$ cat src/rtl/pin_drive_ctl.sv
module pin_drive_ctl #(
  parameter int W    = 8,
  parameter int SYNC = 2
) (
  input  logic         clk,
  input  logic         rst_n,
  input  logic         cfg_we,
  input  logic [W-1:0] cfg_a,
  input  logic [W-1:0] cfg_b,
  input  logic [W-1:0] out_latch,
  input  logic [W-1:0] pad_in,
  output logic [W-1:0] pu_en,
  output logic [W-1:0] pd_en,
  output logic [W-1:0] rd_val
);

  logic [W-1:0] cfg_a_q, cfg_b_q;
  logic [W-1:0] latch_d, boost;
  logic [W-1:0] nxt_a, nxt_b, nxt_quasi, rise;
  logic [SYNC-1:0][W-1:0] sync_q;

  assign nxt_a     = cfg_we ? cfg_a : cfg_a_q;
  assign nxt_b     = cfg_we ? cfg_b : cfg_b_q;
  assign nxt_quasi = ~nxt_a & ~nxt_b;
  assign rise      = out_latch & ~latch_d;

  always_ff @(posedge clk or negedge rst_n) begin
    if (!rst_n) begin
      cfg_a_q <= '0;
      cfg_b_q <= '0;
      latch_d <= '1;
      boost   <= '0;
    end else begin
      cfg_a_q <= nxt_a;
      cfg_b_q <= nxt_b;
      latch_d <= out_latch;
      boost   <= rise & nxt_quasi;
    end
  end

  always_ff @(posedge clk or negedge rst_n) begin
    if (!rst_n) begin
      sync_q <= '0;
    end else begin
      sync_q[0] <= pad_in;
      for (int k = 1; k < SYNC; k++) sync_q[k] <= sync_q[k-1];
    end
  end

  assign rd_val = sync_q[SYNC-1];

  for (genvar i = 0; i < W; i++) begin : g_pin
    always_comb begin
      unique case ({cfg_b_q[i], cfg_a_q[i]})
        2'b00: begin pu_en[i] = boost[i] & out_latch[i]; pd_en[i] = ~out_latch[i]; end
        2'b01: begin pu_en[i] = out_latch[i];            pd_en[i] = ~out_latch[i]; end
        2'b10: begin pu_en[i] = 1'b0;                    pd_en[i] = 1'b0;          end
        default: begin pu_en[i] = 1'b0;                  pd_en[i] = ~out_latch[i]; end
      endcase
    end
  end

endmodule

$ cat config.mk
export PLATFORM = sky130hd
export DESIGN_NAME = pin_drive_ctl
export DESIGN_NICKNAME = d
export VERILOG_FILES = /design/src/rtl/pin_drive_ctl.sv
export SDC_FILE = /design/constraint.sdc
export NUM_CORES = 1
export LEC_CHECK = 0
export ABC_AREA = 0
export CORE_MARGIN = 1
export CORE_UTILIZATION = 54
export DETAILED_ROUTE_END_ITERATION = 10
export DONT_BUFFER_PORTS = 1
export GPL_ROUTABILITY_DRIVEN = 1
export GPL_TIMING_DRIVEN = 0
export PLACE_DENSITY = 0.84
export SYNTH_ARGS = -nofsm -noshare
export SYNTH_HDL_FRONTEND = slang
export SYNTH_SLANG_ARGS = --single-unit
$ cat constraint.sdc
create_clock -name clk -period 1.07 [get_ports clk]
set_clock_uncertainty 0.2 [all_clocks]
set_input_delay 0.1605 -clock clk [delete_from_list [all_inputs] [get_ports clk]]
set_output_delay 0.1605 -clock clk [all_outputs]
set_load 0.01 [all_outputs]
==> results of run 1 <==
==> power by group through the flow <==
stage	Clock, mW	Combinational (mW)	Sequential, mW
2_1_floorplan	0	0.246	2.03
5_1_grt	1.27	0.491	2.06
6_report	1.15	0.461	2.04
4_1_cts	1.17	0.389	2.03
3_3_place_gp	0	0.266	2.03
3_5_place_dp	0	0.279	2.05
==> kinds of logic (layout without fill, tap and decap cells) <==
family	after synthesis	after routing	synth area share (%)
mux	16	16	10.8
flops	48	48	68.3
compound gates	8	8	2.26
simple gates	24	24	11.8
buf+inv	18	48	6.84
==> synth_stat cells <==
library cell   n  area share (%)
dfstp_2        8              12
buf_12         1             1.1
buf_6          1            0.63
nor3b_1        8             3.4
dfrtp_1       40              56
buf_4          8             3.4
inv_1          8             1.7
nor4b_2        8             6.8
a21oi_1        8             2.3
mux2_4         3             2.5
mux2_2        13             8.3
nor2_1         8             1.7
==> cell type report <==
type	instances	area [um^2]
buffer	10	121
tap	44	55.1
timing repair buffer	22	209
fill	199	752
multi-input combinational	48	603
clock inverter	1	30.0
sequential	48	1210
inverter	8	30.0
clock buffer	7	65.1
==> metrics by stage <==
step	hold WS (ns)	instance area [um^2]	setup slack, ns	utilization, %
after floorplan	-0.335	1770	-0.151	-
after global placement	-0.334	1830	-0.214	59.4
after detailed placement	-0.334	1830	-0.252	59.4
after CTS	-0.735	2220	-0.379	72.0
after global routing	-0.760	2330	-0.465	75.6
final	-0.722	2330	-0.402	75.6
==> worst min-delay path by stage <==
stage	startpoint	to	slack [ns]	cells past startpoint
2_1_floorplan	rst_n	boost[0]$_DFF_PN0_	-0.34	0
3_3_place_gp	rst_n	boost[2]$_DFF_PN0_	-0.33	0
3_5_place_dp	rst_n	boost[2]$_DFF_PN0_	-0.33	0
4_1_cts	rst_n	boost[2]$_DFF_PN0_	-0.73	0
5_1_grt	rst_n	boost[2]$_DFF_PN0_	-0.76	0
6_report	rst_n	boost[2]$_DFF_PN0_	-0.72	0
==> sequential cells by signal (all words and copies together), names as in the netlist <==
register	flops
latch_d	8
cfg_b_q	8
rd_val	8
cfg_a_q	8
boost	8
sync_q	8
==> cells in the final DEF, fill, tap and decap left out, drive strengths merged <==
master and n:
dfrtp 40, dlygate4sd3 16, buf 16, mux2 16, dfstp 8, a21oi 8, nor3b 8, inv 8
nor2 8, nor4b 8, clkbuf 7, bufinv 1
==> layer usage <==
layer	share of wire (%)	up-vias
met2	59	35
met1	35	499
li1	-	437
met4	1.3	0
met3	4.8	7
met5	0	-
==> what timing repair did <==
item	CTS	global route
hold endpoints to repair	88	72
gates resized for setup	29	18
pin swaps	6	12
setup buffers	2	4
endpoints found under the setup margin	32	34
==> worst max-delay path, stage by stage, from the launching register on <==
cell and delay (ns):
dfrtp_1 0.42, buf_4 0.14, buf_4 0.12, mux2_4 0.27, nor4b_2 0.24
==> impl_results.md, run 1 <==
* Required @ worst endpoint at 1.13 ns
* Flop pwr share at a little under three fifths
* Synthesized flop and latch total at 48
* Critical Path End Type: flip-flop
* IO Pins at ~60
* Post-synth cell types at 12
* Buffers added on ports at 0
* Sw frac at between 20% and 30%
* Int Power at between 2 and 3 mW
* DRC Markers at 0
* GR Layer Usage met3 at 5.02%
* Reg2Reg Setup Slack at -0.40 ns
* Failing checks: hold timing, setup timing
* Syn. warnings at 0
* TNS Setup at -9.09 ns
* Antenna Nets Post-Route at 0
* Seq/Total Area, Yosys at ~68%
* Drt wl/cell at ~18 um
* Placer Congestion at a little under 0.6
* CP Capture Point: boost[5]$_DFF_PN0_
* Clk Latency, worst-skew pair at about 0.35 ns
* H-tree depth at 2
* Fin cells at about 190
* Critical Path Start: cfg_a_q[5]$_DFF_PN0_
* Min Hold Slack at -0.722 ns
* Total grt overflow at 0
* # nets final at 178
* Worst EP arrival at 1.54 ns
* Diodes inserted at 0
* Post-DP HPWL at about 2000 um
* Slew Limit Fails at 0
* Met1 Use GR at 22.4%
* # rows at 20
* Min setup slack post-route at -0.402 ns
* Synthesized area per cell at 15.6 um^2
* Grt met2 use at roughly two fifths
* Number of global-route vias before repair at approximately 1100
* Post-route minimum period at roughly 1.5 ns
* CTS buffer count at 5
* Share of layout cells above drive strength 1 at about 56%
* Tightest Hold Check Type: in2async
* Final Power at approximately 3.7 mW
* Max Fclk at just under 700 MHz
* Clk slew on worst S/H paths at about 0.13 ns
* Vias at between 900 and 1000
* TritonRoute pass-1 iters at 2
* Maxcap violations at 0
* Tcrit/Tclk final at 138%
* WS Path Type: reg2reg
* RSZ-0062 raised after global routing: yes
* Mapped Nets at about 150
* Hold buffer count at cts at 16
* Root Buffer: clkbuf_4
* Slew @ Worst Pin at between 0.2 and 0.3 ns
* Crit start category: flip-flop
* Final hold vios at between 70 and 80
* Sw Pwr at 0.824 mW
* Antenna violations before repair at 0
* Area growth syn-to-layout at 31.1%
* Final setup vio count at 36
* Die H at just under 60 um
* Vias per std cell at 5.20
* Largest net degree at the start of global routing at between 40 and 50
* Syn Std Cell Area at between 0.0015 and 0.002 mm^2
* Initial Utilization at approximately 58%
* Gate power share at between 10 and 15%
* Reg2reg start: cfg_a_q[5]$_DFF_PN0_
* Clk sinks at 48
* All-Layer GR Usage at roughly a fifth
* Crit Path Max Fanout at 3
* Reg2reg end: boost[5]$_DFF_PN0_
* LEAKAGE at a little over 1 nW
* CTS tree: yes
* Slew Limit Headroom at 82.9%
* Clock share of power at between 30% and 40%
* First-pass GRT wire length at 4990 um
* Peak VDD IR at 0.00116 V
* Gr busiest metal: met2
* Core ar. at slightly above 0.003 mm^2
* Initial drt markers at 12
* Routed WL at 3470 um
* Worst Reg-to-Reg Cells at 4
* Power per cell area at around 1600 mW/mm^2
* Die area at ~0.0035 mm^2
* Placed Instances at between 150 and 200
* Die width at 59.3 um
* Synthesized instance count at 114
* Clk buf depth at 2
* Outcome: finished, violations left
(Power assumes the default switching activity.)
==> inputs of run 2 (changes only) <==
- TNS_END_PERCENT: default -> 30
==> impl_results.md, run 2 (synthesized netlist as in run 1, its figures left out) <==
* Slew @ Worst Pin at roughly 0.29 ns
* Max Fclk at 681 MHz
* # fillers at 231
* Min Hold Slack at -0.715 ns
* Buffers added on ports at 0
* Clk buf depth at 2
* Placed Area at around 0.0018 mm^2
* Post-route minimum period at 1.47 ns
* Tcrit/Tclk final at 137%
* Vias per std cell at around 5.3
* Antenna violations before repair at 0
* Critical-path cell list: nor3b_2
* Die width at 59.3 um
* Crit Path Max Fanout at 3
* Root Buffer: clkbuf_4
* Gate power share at between 10% and 20%
* Peak VDD IR at roughly 0.0012 V
* Routed WL at ~3200 um
* DRC Markers at 0
* TritonRoute pass-1 iters at 4
* Outcome: finished, violations left
* Worst Reg-to-Reg Cells at 3
* H-tree depth at 2
* Critical Path End Type: output port
* Power per cell area at approximately 1600 mW/mm^2
* Int Power at approximately 2.8 mW
* Vias at 970
* Final setup vio count at 33
* Min setup slack post-route at -0.399 ns
* Clk Latency, worst-skew pair at around 0.35 ns
* Share of layout cells above drive strength 1 at between 40% and 50%
* Most frequent cells in the layout: dfrtp_1, dlygate4sd3_1, mux2_2
* Tightest Hold Check Type: in2async
* Most common cell after layout, fill and taps aside: dfrtp_1
* Initial Utilization at 57.6%
* Clock share of power at about a third
* Total grt overflow at 0
* Die H at 59.3 um
* Worst slack at placement at -0.256 ns
* Sw Pwr at 0.779 mW
* Flop pwr share at approximately 57%
* Crit start category: flip-flop
* Largest net degree at the start of global routing at 49
* Die area at 0.00352 mm^2
* Register area at about 0.0012 mm^2
* Fin util at just over 70%
* Reg2Reg Setup Slack at -0.27 ns
* RSZ-0062 raised after global routing: yes
* Max stage delay on crit path at 0.45 ns
* Reg2reg start: cfg_a_q[1]$_DFF_PN0_
* Placer Congestion at 0.583
* Number of global-route vias before repair at 1013
* Required @ worst endpoint at a little over 0.7 ns
* Critical Path Start: cfg_b_q[7]$_DFF_PN0_
* Final instance area at between 0.002 and 0.0025 mm^2
* CTS buffer count at 5
* Reg2reg end: boost[1]$_DFF_PN0_
* Core ar. at approximately 0.0031 mm^2
* LEAKAGE at 0.957 nW
* Diodes inserted at 0
* Slowest stage cell, crit path: dfrtp_1
* WP buf/inv at 0
* Post-DP HPWL at ~2000 um
* All-Layer GR Usage at between 20% and 30%
* IO Pins at 59
* Antenna Nets Post-Route at 0
* First-pass GRT wire length at ~4800 um
* Slew Limit Fails at 0
* Worst EP arrival at around 1.1 ns
* Clk slew on worst S/H paths at approximately 0.13 ns
* # rows at 20
* Initial drt markers at 16
* WS Path Type: reg2out
* Slew Limit Headroom at approximately four fifths
* Hold buffer count at cts at 16
* Failing checks: hold timing, setup timing
* Cell family with most CP delay: flip-flops
* Drt wl/cell at ~18 um
* Multi-input gate area at around 530 um^2
* Final hold vios at 72
* # nets final at around 170
* Clk sinks at 48
* Sw frac at between 20% and 30%
* Area growth syn-to-layout at 24.4%
* CTS tree: yes
* Maxcap violations at 0
==> run 2: what timing repair did <==
action,CTS,global route
buffers inserted,0,1
hold endpoints to repair,88,72
gates resized for setup,22,6
setup endpoints to repair,32,33
pin swaps,4,7
gates cloned,0,0
==> run 2: worst max-delay path by stage <==
| stage | cells after the start | end | slack [ns] |
|---|---|---|---|
| floorplan | 4 | boost[5]$_DFF_PN0_ | -0.15 |
| global placement | 4 | boost[5]$_DFF_PN0_ | -0.21 |
| detailed placement | 4 | boost[6]$_DFF_PN0_ | -0.26 |
| CTS | 2 | pu_en[0] | -0.39 |
| global route | 2 | pu_en[1] | -0.44 |
| finish | 1 | pu_en[7] | -0.40 |
==> run 2: power by group through the flow <==
stage               clock network (mW)  registers [mW]  logic [mW]
floorplan                            0            2.03       0.246
global placement                     0            2.03       0.266
detailed placement                   0            2.05       0.280
CTS                               1.17            2.03       0.365
global route                      1.24            2.05       0.410
finish                            1.15            2.03       0.381
==> run 2: layout make-up <==
class | instances | share of cell area (%)
Buffer | 10 | 5.50
Clock buffer | 7 | 2.95
Clock inverter | 1 | 1.36
Inverter | 8 | 1.36
Multi-Input combinational cell | 48 | 23.9
Sequential cell | 48 | 54.9
Tap cell | 44 | 2.49
Timing Repair Buffer | 17 | 7.60
==> run 2: metal layers <==
| layer | vias to the layer above | share of wire [%] | global-route usage (%) |
|---|---|---|---|
| met5 | - | 0 | 0 |
| met4 | 0 | 1.8 | 10.2 |
| met3 | 8 | 4.7 | 5.24 |
| met2 | 35 | 60 | 39.6 |
| met1 | 502 | 34 | 19.7 |
| li1 | 425 | - | - |
==> run 2: through the flow <==
stage	hold slack, ns	power (mW)	std cells	setup TNS (ns)
2_1_floorplan	-0.335	2.27	114	-1.13
3_3_place_gp	-0.334	2.30	158	-2.19
3_5_place_dp	-0.334	2.33	158	-2.89
4_1_cts	-0.731	3.56	182	-8.11
5_1_grt	-0.752	3.70	183	-9.74
6_report	-0.715	3.56	183	-7.93
